--- config.mk ---
export PLATFORM = sky130hd
export DESIGN_NAME = rx_ring_filler
export DESIGN_NICKNAME = d
export VERILOG_FILES = /design/src/rtl/rxr_pkg.sv /design/src/rtl/rxr_frame_buf.sv /design/src/rtl/rxr_desc_codec.sv /design/src/rtl/rxr_byte_lane.sv /design/src/rtl/rx_ring_filler.sv
export SDC_FILE = /design/constraint.sdc
export NUM_CORES = 2
export LEC_CHECK = 0
export ABC_AREA = 0
export ABC_CLOCK_PERIOD_IN_PS = 10000
export BUFFER_PORTS_ARGS = -buffer_cell sky130_fd_sc_hd__buf_4
export CORE_MARGIN = 2
export CORE_UTILIZATION = 30
export CTS_CLUSTER_DIAMETER = 150
export DETAILED_ROUTE_END_ITERATION = 10
export HOLD_SLACK_MARGIN = 0.05
export PLACE_DENSITY = 0.46
export SETUP_SLACK_MARGIN = 0.3
export SLEW_MARGIN = 40
export SYNTH_ARGS = -nofsm -noshare
export SYNTH_HDL_FRONTEND = slang
export SYNTH_SLANG_ARGS = --single-unit
--- constraint.sdc ---
create_clock -name clk -period 10 [get_ports clk]
set_clock_uncertainty 0.2 [all_clocks]
set_input_delay 0.5 -clock clk [delete_from_list [all_inputs] [get_ports clk]]
set_output_delay 0.5 -clock clk [all_outputs]
set_load 0.03 [all_outputs]
--- src/rtl/rxr_pkg.sv ---
package rxr_pkg;
  localparam int FL_EMPTY = 15;
  localparam int FL_WRAP  = 13;
  localparam int FL_INTR  = 12;
  localparam int FL_LAST  = 11;
  localparam int FL_FIRST = 10;
  localparam int FL_LENV  = 5;

  localparam int CRC_BYTES = 4;
  localparam int MIN_BODY  = 60;
  localparam int FCB_BASE  = 8;
  localparam int DESC_SIZE = 8;

  typedef enum logic [3:0] {
    S_IDLE, S_RECV, S_RD0, S_RD0W, S_RD1, S_RD1W, S_FILL, S_WB, S_HALT
  } walk_st_e;

  function automatic logic [15:0] pad_bytes(input logic [15:0] len);
    return 16'(CRC_BYTES) + ((len < 16'(MIN_BODY)) ? (16'(MIN_BODY) - len) : 16'd0);
  endfunction

  function automatic logic [15:0] fcb_bytes(input logic en, input logic [4:0] align);
    return en ? (16'(FCB_BASE) + {11'd0, align}) : 16'd0;
  endfunction

  function automatic logic [31:0] bswap32(input logic [31:0] v);
    return {v[7:0], v[15:8], v[23:16], v[31:24]};
  endfunction
endpackage

--- src/rtl/rxr_frame_buf.sv ---
module rxr_frame_buf #(
  parameter int DEPTH = 256,
  parameter int CNT_W = $clog2(DEPTH + 1),
  parameter int IDX_W = 16
) (
  input  logic             clk,
  input  logic             rst_n,
  input  logic             clr,
  input  logic             wr_en,
  input  logic [7:0]       wr_byte,
  input  logic [IDX_W-1:0] rd_idx,
  output logic [7:0]       rd_byte,
  output logic [CNT_W-1:0] count
);
  localparam int AW = (DEPTH > 1) ? $clog2(DEPTH) : 1;

  logic [7:0] store [DEPTH];
  logic       room;

  assign room = (count < CNT_W'(DEPTH));

  always_ff @(posedge clk or negedge rst_n) begin
    if (!rst_n)              count <= '0;
    else if (clr)            count <= '0;
    else if (wr_en && room)  count <= count + 1'b1;
  end

  always_ff @(posedge clk) begin
    if (wr_en && !clr && room) store[count[AW-1:0]] <= wr_byte;
  end

  assign rd_byte = (rd_idx < IDX_W'(DEPTH)) ? store[rd_idx[AW-1:0]] : 8'h00;
endmodule

--- src/rtl/rxr_desc_codec.sv ---
module rxr_desc_codec
  import rxr_pkg::*;
(
  input  logic        le,
  input  logic [31:0] rd_word,
  output logic [15:0] rd_flags,
  output logic [15:0] rd_len,
  output logic [31:0] rd_ptr,
  input  logic [15:0] wr_flags,
  input  logic [15:0] wr_len,
  output logic [31:0] wr_word
);
  logic [31:0] logical;

  assign logical  = le ? {rd_word[15:0], rd_word[31:16]} : bswap32(rd_word);
  assign rd_flags = logical[31:16];
  assign rd_len   = logical[15:0];
  assign rd_ptr   = le ? rd_word : bswap32(rd_word);
  assign wr_word  = le ? {wr_len, wr_flags} : bswap32({wr_flags, wr_len});
endmodule

--- src/rtl/rxr_byte_lane.sv ---
module rxr_byte_lane #(
  parameter int LANES = 4,
  parameter int OFF_W = $clog2(LANES)
) (
  input  logic [OFF_W-1:0]   offs,
  input  logic [7:0]         data,
  output logic [8*LANES-1:0] wdata,
  output logic [LANES-1:0]   be
);
  for (genvar g = 0; g < LANES; g++) begin : g_lane
    assign wdata[8*g +: 8] = data;
    assign be[g]           = (offs == OFF_W'(g));
  end
endmodule

--- src/rtl/rx_ring_filler.sv ---
module rx_ring_filler
  import rxr_pkg::*;
#(
  parameter int                ADDR_W    = 16,
  parameter int                BUF_BYTES = 256,
  parameter logic [ADDR_W-1:0] RING_BASE = 16'h0100
) (
  input  logic              clk,
  input  logic              rst_n,
  input  logic              rx_enable,
  input  logic              rx_stop,
  input  logic              drop_short,
  input  logic              parse_en,
  input  logic [4:0]        fcb_align,
  input  logic              little_endian,
  input  logic [15:0]       buf_max,
  input  logic [15:0]       frame_max,
  input  logic              ring_restart,
  input  logic              in_valid,
  input  logic [7:0]        in_data,
  input  logic              in_last,
  output logic              in_ready,
  output logic              mem_req,
  output logic              mem_we,
  output logic [ADDR_W-1:0] mem_addr,
  output logic [3:0]        mem_be,
  output logic [31:0]       mem_wdata,
  input  logic [31:0]       mem_rdata,
  output logic              busy,
  output logic              halted,
  output logic              ev_frame,
  output logic              ev_buffer,
  output logic              frame_stat
);
  localparam int CNT_W = $clog2(BUF_BYTES + 1);
  localparam int LEN_W = 16;

  walk_st_e          st;
  logic [ADDR_W-1:0] desc_ptr, start_ptr, d_buf, next_ptr, byte_addr;
  logic [15:0]       d_flags;
  logic [LEN_W-1:0]  frame_len, frame_total, data_idx, pad_left, fcb_left, wr_cnt;
  logic              first_pend, halted_q, stat_q;

  // events between pieces of logic, visible to the checker
  logic              take, stream_left, byte_wr, last_now, fb_clr;
  logic [7:0]        fill_byte, fb_rd;
  logic [CNT_W-1:0]  fb_count;
  logic [LEN_W-1:0]  new_len, cnt16;
  logic [15:0]       rd_flags, rd_len, wb_flags;
  logic [31:0]       rd_ptr, wb_word, lane_wdata;
  logic [3:0]        lane_be;

  assign busy     = (st != S_IDLE) && (st != S_RECV);
  assign in_ready = !busy && rx_enable && !rx_stop;
  assign take     = in_valid && in_ready;
  assign halted   = halted_q;
  assign frame_stat = stat_q;

  assign cnt16   = LEN_W'(fb_count);
  assign new_len = (fb_count < CNT_W'(BUF_BYTES)) ? cnt16 + 1'b1 : cnt16;

  assign stream_left = (fcb_left != '0) || (data_idx < frame_len) || (pad_left != '0);
  assign byte_wr     = (st == S_FILL) && stream_left && (wr_cnt < buf_max);
  assign last_now    = !stream_left;
  assign fill_byte   = (fcb_left != '0) ? 8'h00 : ((data_idx < frame_len) ? fb_rd : 8'h00);
  assign byte_addr   = d_buf + ADDR_W'(wr_cnt);
  assign next_ptr    = d_flags[FL_WRAP] ? RING_BASE : desc_ptr + ADDR_W'(DESC_SIZE);

  assign fb_clr = (take && in_last && drop_short && new_len < 16'(MIN_BODY))
               || (st == S_WB && last_now);

  always_comb begin
    wb_flags = d_flags;
    wb_flags[FL_EMPTY] = 1'b0;
    if (first_pend) wb_flags[FL_FIRST] = 1'b1;
    if (last_now) begin
      wb_flags[FL_LAST] = 1'b1;
      if (frame_total >= frame_max) wb_flags[FL_LENV] = 1'b1;
    end
  end

  assign ev_frame  = (st == S_WB) && last_now && d_flags[FL_INTR];
  assign ev_buffer = (st == S_WB) && !last_now && d_flags[FL_INTR];

  rxr_frame_buf #(.DEPTH(BUF_BYTES), .CNT_W(CNT_W), .IDX_W(LEN_W)) u_store (
    .clk(clk), .rst_n(rst_n), .clr(fb_clr), .wr_en(take), .wr_byte(in_data),
    .rd_idx(data_idx), .rd_byte(fb_rd), .count(fb_count)
  );

  rxr_desc_codec u_codec (
    .le(little_endian), .rd_word(mem_rdata), .rd_flags(rd_flags), .rd_len(rd_len),
    .rd_ptr(rd_ptr), .wr_flags(wb_flags), .wr_len(wr_cnt), .wr_word(wb_word)
  );

  rxr_byte_lane #(.LANES(4)) u_lane (
    .offs(byte_addr[1:0]), .data(fill_byte), .wdata(lane_wdata), .be(lane_be)
  );

  always_comb begin
    mem_req   = 1'b0;
    mem_we    = 1'b0;
    mem_addr  = desc_ptr;
    mem_be    = 4'h0;
    mem_wdata = 32'h0;
    unique case (st)
      S_RD0: mem_req = 1'b1;
      S_RD1: begin
        mem_req  = 1'b1;
        mem_addr = desc_ptr + ADDR_W'(4);
      end
      S_FILL: if (byte_wr) begin
        mem_req   = 1'b1;
        mem_we    = 1'b1;
        mem_addr  = byte_addr;
        mem_be    = lane_be;
        mem_wdata = lane_wdata;
      end
      S_WB: begin
        mem_req   = 1'b1;
        mem_we    = 1'b1;
        mem_be    = 4'hF;
        mem_wdata = wb_word;
      end
      default: ;
    endcase
  end

  always_ff @(posedge clk or negedge rst_n) begin
    if (!rst_n) begin
      st          <= S_IDLE;
      desc_ptr    <= RING_BASE;
      start_ptr   <= RING_BASE;
      d_buf       <= '0;
      d_flags     <= '0;
      frame_len   <= '0;
      frame_total <= '0;
      data_idx    <= '0;
      pad_left    <= '0;
      fcb_left    <= '0;
      wr_cnt      <= '0;
      first_pend  <= 1'b0;
      halted_q    <= 1'b0;
      stat_q      <= 1'b0;
    end else begin
      unique case (st)
        S_IDLE, S_RECV: if (take) begin
          if (!in_last) st <= S_RECV;
          else if (drop_short && new_len < 16'(MIN_BODY)) st <= S_IDLE;
          else begin
            frame_len   <= new_len;
            frame_total <= new_len + pad_bytes(new_len);
            pad_left    <= pad_bytes(new_len);
            fcb_left    <= fcb_bytes(parse_en, fcb_align);
            data_idx    <= '0;
            first_pend  <= 1'b1;
            start_ptr   <= desc_ptr;
            st          <= S_RD0;
          end
        end
        S_RD0: st <= S_RD0W;
        S_RD0W: begin
          if (!rd_flags[FL_EMPTY]) begin
            halted_q <= 1'b1;
            st       <= S_HALT;
          end else begin
            d_flags <= rd_flags;
            st      <= S_RD1;
          end
        end
        S_RD1: st <= S_RD1W;
        S_RD1W: begin
          d_buf  <= rd_ptr[ADDR_W-1:0];
          wr_cnt <= '0;
          st     <= S_FILL;
        end
        S_FILL: begin
          if (byte_wr) begin
            wr_cnt <= wr_cnt + 1'b1;
            if (fcb_left != '0)            fcb_left <= fcb_left - 1'b1;
            else if (data_idx < frame_len) data_idx <= data_idx + 1'b1;
            else                           pad_left <= pad_left - 1'b1;
          end else begin
            st <= S_WB;
          end
        end
        S_WB: begin
          first_pend <= 1'b0;
          desc_ptr   <= next_ptr;
          if (last_now && d_flags[FL_INTR]) stat_q <= 1'b1;
          if (last_now) st <= S_IDLE;
          else if (next_ptr == start_ptr) begin
            halted_q <= 1'b1;
            st       <= S_HALT;
          end else st <= S_RD0;
        end
        S_HALT: if (ring_restart) begin
          halted_q  <= 1'b0;
          start_ptr <= desc_ptr;
          st        <= S_RD0;
        end
        default: st <= S_IDLE;
      endcase
    end
  end
endmodule

[After elaboration in Yosys (flattened, before gate mapping)]
Memory sizes are Yosys's and may differ from the RTL's.
Cells that the tools add are included.
Storage, ports and cells
  bits in registers: 175
  memory bits (writable): 2048
  output and inout port bits: 60
  word-level logic and storage cells: 183
  memories kept: 1
  input bits: 87
Operators by class
  add/subtract/negate cells: 13
  bitwise gates (word level): 1
  eq/ne operators: 26
  muxes and demuxes: 72
  $lt $le $gt $ge: 6
  reduce and logical (&&, ||, !) cells: 49
Memory list
  u_store.store: depth 256, bits a word 8, rd ports 1, clocked after Yosys merged registers in 0, write ports 1, line rxr_frame_buf.sv:17  | logic [7:0] store [DEPTH];
Operators by type and width (number)
  2-to-1 mux 16 bit: 26
  case mux 16 bit (2 select lines): 6
  2-to-1 mux 32 bit: 3
  case mux 32 bit (2 select lines): 1
  adder 16 x 1 -> 16 bit, second input constant: 2
  < comparator 16 bit: 2
  case mux 4 bit (8 select lines): 1
  nonzero test 16 bit: 2
  subtractor 16 x 1 -> 16 bit, second input constant: 2
  2-to-1 mux 4 bit: 7
  2-to-1 mux 8 bit: 3
  != test 2 bit, second input constant: 10
  logical AND 1 bit: 18
  2-to-1 mux 9 bit: 2
  adder 10 x 16 -> 16 bit: 1
  adder 16 bit: 1
  adder 16 x 3 -> 16 bit, second input constant: 1
  adder 16 x 4 -> 16 bit, second input constant: 1
  adder 3 x 16 -> 16 bit, first input constant: 1
  equality test 16 bit: 1
  equality test 4 x 3 -> 1 bit, second input constant: 4
  greater-or-equal comparator 16 bit: 1
  < comparator 16 x 9 -> 1 bit, second input constant: 1
  2-to-1 mux 1 bit: 14
  other kinds (35): 56

[Longest topological paths before layout]
  depth after elaboration: 15
  depth in mapped cells: 23
  mapped depth without buffers: 22

[Cells and area by module]
A second synthesis with hierarchy kept.
Unflattened totals
  cell total of the unflattened synthesis: 5572
  area total of the unflattened synthesis: 93943.8 um^2
Modules (own cells, without submodules)
  rxr_frame_buf: seq. area each 61724.2 um^2, area an instance 80826.3 um^2, times used 1, cells each 4093
  rx_ring_filler: seq. area each 4006.3 um^2, area an instance 11488.5 um^2, times used 1, cells each 1336
  rxr_desc_codec: seq. area each 0.0 um^2, area an instance 1362.6 um^2, times used 1, cells each 107
  rxr_byte_lane: seq. area each 0.0 um^2, area an instance 266.5 um^2, times used 1, cells each 36

[Least setup slack after synthesis]
Ideal clock, no wire load.
  path type: register to register
  from: register u_store.count[0]
  to: register frame_total[11]
  required time: 9.713 ns
  slack: 5.441 ns
  arrival: 4.273 ns
  library setup time: 0.087 ns
  period minus slack after synthesis: 4.559 ns
  buffers on the path: 1
  stages on the path, launching flop included: 22
  cells stage by stage: dfrtp_1 -> ha_1 -> buf_2 -> nand2_1 -> nor2_1 -> nand3_1 -> ha_1 -> inv_1 -> or4_1 -> and3_1 -> a221oi_2 -> and2_1 -> ha_1 -> nand2_1 -> nor3_1 -> o21bai_1 -> inv_1 -> ha_1 -> a21o_1 -> a221o_1 -> a211o_1 -> o211ai_1
On the way
  longest elaborated chain between the ends: 6
  elaborated cells on any way between the ends: 11
  those cells by class: add/sub: 4; order compare: 2; mux: 2; bitwise: 1; reduce/logical: 2
RTL lines
  from (decl): line rxr_frame_buf.sv:13  | output logic [CNT_W-1:0] count
  from (signal assigned): line rxr_frame_buf.sv:25  | else if (wr_en && room) count <= count + 1'b1;
  adder 9 x 1 -> 10 bit or < comparator 9 bit (tied branches): line rx_ring_filler.sv:60  | assign new_len = (fb_count < CNT_W'(BUF_BYTES)) ? cnt16 + 1'b1 : cnt16;
  2-to-1 mux 10 bit *: line rx_ring_filler.sv:60
  via new_len[8]: line rx_ring_filler.sv:48  | logic [LEN_W-1:0] new_len, cnt16;
  subtractor 6 x 10 -> 11 bit or < comparator 10 x 6 -> 1 bit (tied branches): line rxr_pkg.sv:19, rx_ring_filler.sv:148
  2-to-1 mux 16 bit or logical AND 1 bit (tied branches): line rxr_pkg.sv:19, rx_ring_filler.sv:148
  adder 3 x 16 -> 16 bit or NOT 1 bit (tied branches)
  adder 10 x 16 -> 16 bit or AND reduction 4 bit (tied branches)
  to (signal assigned): line rx_ring_filler.sv:151  | frame_total <= new_len + pad_bytes(new_len);
  to (decl): line rx_ring_filler.sv:41  | logic [LEN_W-1:0] frame_len, frame_total, data_idx, pad_left, fcb_left, wr_cnt;
Mark *: on every way through the listed nets, which the timed path passes. The rest lies on a longest branch.
A chain may end at the register's enable or synchronous reset.

[Worst setup path after layout]
  from: register data_idx[1]
  to: output port mem_wdata[1]
On the way
  longest elaborated chain between the ends: 7
  elaborated cells on any way between the ends: 12
  those cells by class: order compare: 2; mux: 5; reduce/logical: 4; memory: 1
RTL lines
  from (decl): line rx_ring_filler.sv:41
  from (signal assigned): line rx_ring_filler.sv:180  | else if (data_idx < frame_len) data_idx <= data_idx + 1'b1;
  branches (longest 5 deep; another with memory (256 x 8 bit))
  2-to-1 mux 32 bit *: line rx_ring_filler.sv:111  | S_FILL: if (byte_wr) begin
  case mux 32 bit (2 select lines) *: line rx_ring_filler.sv:105  | unique case (st)
  to (decl): line rx_ring_filler.sv:27  | output logic [31:0] mem_wdata,
Mark *: on every way between the ends.

==> metrics <==
status completed; HP Class primary input to asynchronous set/reset pin; CP Data Required Time 9.30 ns; unrepaired setup endpoints after global routing no; Crit-path slowest cell dfrtp_4; Slew @ Worst Pin 0.830 ns; Period minus WS final 6.70 ns; switching share of power 27.8%; fin cells 9161; Critical Path AT 6.00 ns; grt peak-use layer met2; row count 202; Post-Synth Adder-Cell Area 1.07%; clock power share 37.2%; Clock transition at path regs 0.06 ns; Primary FF master, synth edfxtp_1; final max-slew violation count 0; Area contributors post-synth edfxtp_1, mux4_2, dfrtp_1, nor2_1, ha_1; final-report setup violation count 0; vias 47000; max-cap violations 0; routability cong. 0.789; Final nets 5145; Setup crit end kind primary output; total congestion overflow 0; met2 Use GR 27.1%; Pint 17.7 mW; Max FO, Critical Path 48; post-synthesis cell type count 80; VDD IR max 0.180 mV; maximum root-to-sink buffer count 4; initial antenna violation count 22; Syn. warnings 0; number of flops mapped to enable cells by yosys 2048; crit path buf inv count 3; grt met1 use 24.5%; setup tns final 0 ns; post-route design area 106000 sq um; TritonCTS clock tree done; Multi-input gate area 24400 sq um; largest net degree at the start of global routing 126; complex-gate fraction of the synthesized area 2.63%; Slew HR 43.3%; crit-path leading delay family multiplexers; Net Sw Power 6.82 mW; worst skew pair latency 0.86 ns; Avg Cell Area, Syn 19.3 sq um; Fin. Hold Viols 0; Num CTS Buffers 240; area grow syn2layout 16.3%; placed instance area 97300 sq um; critical path cell sequence buf_4 > buf_4 > mux4_2 > mux4_2 > mux4_2 > mux4_2 > nor2b_1 > o21bai_1 > buf_4; CP Launch Type flop; dpl hpwl 162 mm; I/O pins 147; Die X 556 um; Power Density 231 nW/um^2; die height 556 um; share of cells above drive strength 1 26.0%; Most common cell on crit path mux4_2; dpl ws 3.50 ns; Max stage delay on crit path 0.78 ns; Synth area leader edfxtp_1; main combinational cell family by area after synthesis multiplexers; final hold slack 0.0764 ns; critical path class flop to primary output; Root Buffer clkbuf_16; critical path depth in cells 9; die area 309000 sq um; CTS Sinks 2217; Register-to-Register Path Depth 16; Initial Util 30.2%; Netlist Area Pre-Place 91300 sq um; Remaining DRCs 0; Post-Syn Instances 4719; commonest cells in the netlist edfxtp_1, mux4_2, nor2_1; vias per inst 5.13; Iteration-0 DRC Markers 4709; GR Util met3 2.47%; Synth top area share 67.4%; first-pass GRT wire length 377 mm; post-route ant nets 0; vias in the first global route 47800; xor/xnor share of the synthesized area 0.898%; GRT Overall Usage 17.0%; #FFs+latches synth 2217; LEAKAGE 33.6 nW; combinational share of power 19.7%; Resized cells post-CTS 0; wire per inst 29.1 um; final setup margin 3.30 ns; Sequential Power Share 43.1%; final wirelength 267 mm; Fmax 149 MHz; Total Power 24.5 mW; FILL cells 28000; placed insts 8640; Seq. cell area 65700 sq um; simple-gate share of the synthesized area 4.06%; fin util 35.1%; core area 303000 sq um; DRT Pass-1 Iters 8; Period Utilization, post-route 67.0%; most numerous cell in the Yosys netlist edfxtp_1; async set-or-reset flop fraction in the synthesized netlist 7.62%; Seq/Total Area, Yosys 72.0%; mux share of post-synthesis cell area 17.7%; buffers added on ports 146; H-tree levels 4
## power groups by stage
stage / registers [mW] / clock network (mW) / logic (mW)
after floorplan: 10.6 / 0 / 3.03
after global placement: 10.8 / 0 / 4.83
after detailed placement: 10.8 / 0 / 4.86
after CTS: 10.6 / 9.33 / 4.90
after global routing: 10.6 / 9.68 / 5.13
final: 10.6 / 9.13 / 4.83
## cells by family after synthesis
family / after synthesis
buf+inv: 357
mux: 765
xor+xnor: 92
other cells: 1
compound gates: 379
simple gates: 830
fa+ha+maj: 78
flops: 2217
## timing repair
| item | CTS | global route |
|---|---|---|
| buffers inserted | 0 | 0 |
| hold buffers | 73 | 0 |
| hold endpoints to repair | 654 | 0 |
## layer usage
layer  wire length, um  share of wire, %  vias to the layer above
li1                  -                 -                    19700
met1            119000                45                    25200
met2            125000                47                     1755
met3             16000               6.0                      318
met4              5970               2.2                        2
met5                13            0.0049                        -
## final cells by class
type,instances,share of cell area [%]
flip-flops and latches,2217,61.9
multi-input cells,2147,23.0
clock buffers,278,5.88
well taps,3978,4.69
repair buffers,295,2.58
clock inverters,158,1.69
inverters,80,0.290
diodes,8,0.0188
## worst paths after layout
check                           slack, ns                              end                    startpoint
worst max-delay path                 3.30                     mem_wdata[1]       data_idx[1]$_DFFE_PN0P_
worst min-delay path                 0.08           frame_stat$_DFFE_PN0P_                         rst_n
worst max register to register       3.42  u_store.store[141][2]$_DFFE_PP_  u_store.count[2]$_DFFE_PN0P_
worst min register to register       0.28           frame_stat$_DFFE_PN0P_        frame_stat$_DFFE_PN0P_
max in group asynchronous            7.71          data_idx[1]$_DFFE_PN0P_                         rst_n
min in group clk                     0.23     u_store.count[1]$_DFFE_PN0P_                     rx_enable
## sequential cells by signal (all words and copies together) (netlist names), 4 cells and up
signal,cells
u_store.store,2048
d_buf,16
data_idx,16
desc_ptr,16
fcb_left,16
frame_total,16
pad_left,16
start_ptr,16
wr_cnt,16
d_flags,15
frame_len,10
u_store.count,9
st,4
## placed cells by master (no fill, tap or decap), types with 10 or more instances in the layout
cell type         n
a31oi_1          19
nor2b_1          23
bufinv_16        37
dlygate4sd3_1    73
nand3_1          39
dfrtp_1         161
a2111oi_0        14
inv_1            79
edfxtp_1       2048
mux2i_1          65
nor3_1           38
o21bai_1         29
nand4_1          18
xnor2_1          64
nand2_1         163
xor2_1           27
nor2_1          396
or3_1            22
nand2b_1         15
clkinv_1         43
clkbuf_16       244
and3_1           20
buf_12           14
mux4_2          680
o211ai_1         12
a21oi_1         102
nand2_2          12
clkbuf_1         33
buf_4           189
mux2_2           20
clkinvlp_4       21
o21ai_0          97
clkinv_2         42
and2_1           10
a21o_1           23
ha_1             76
(Power assumes the default switching activity.)
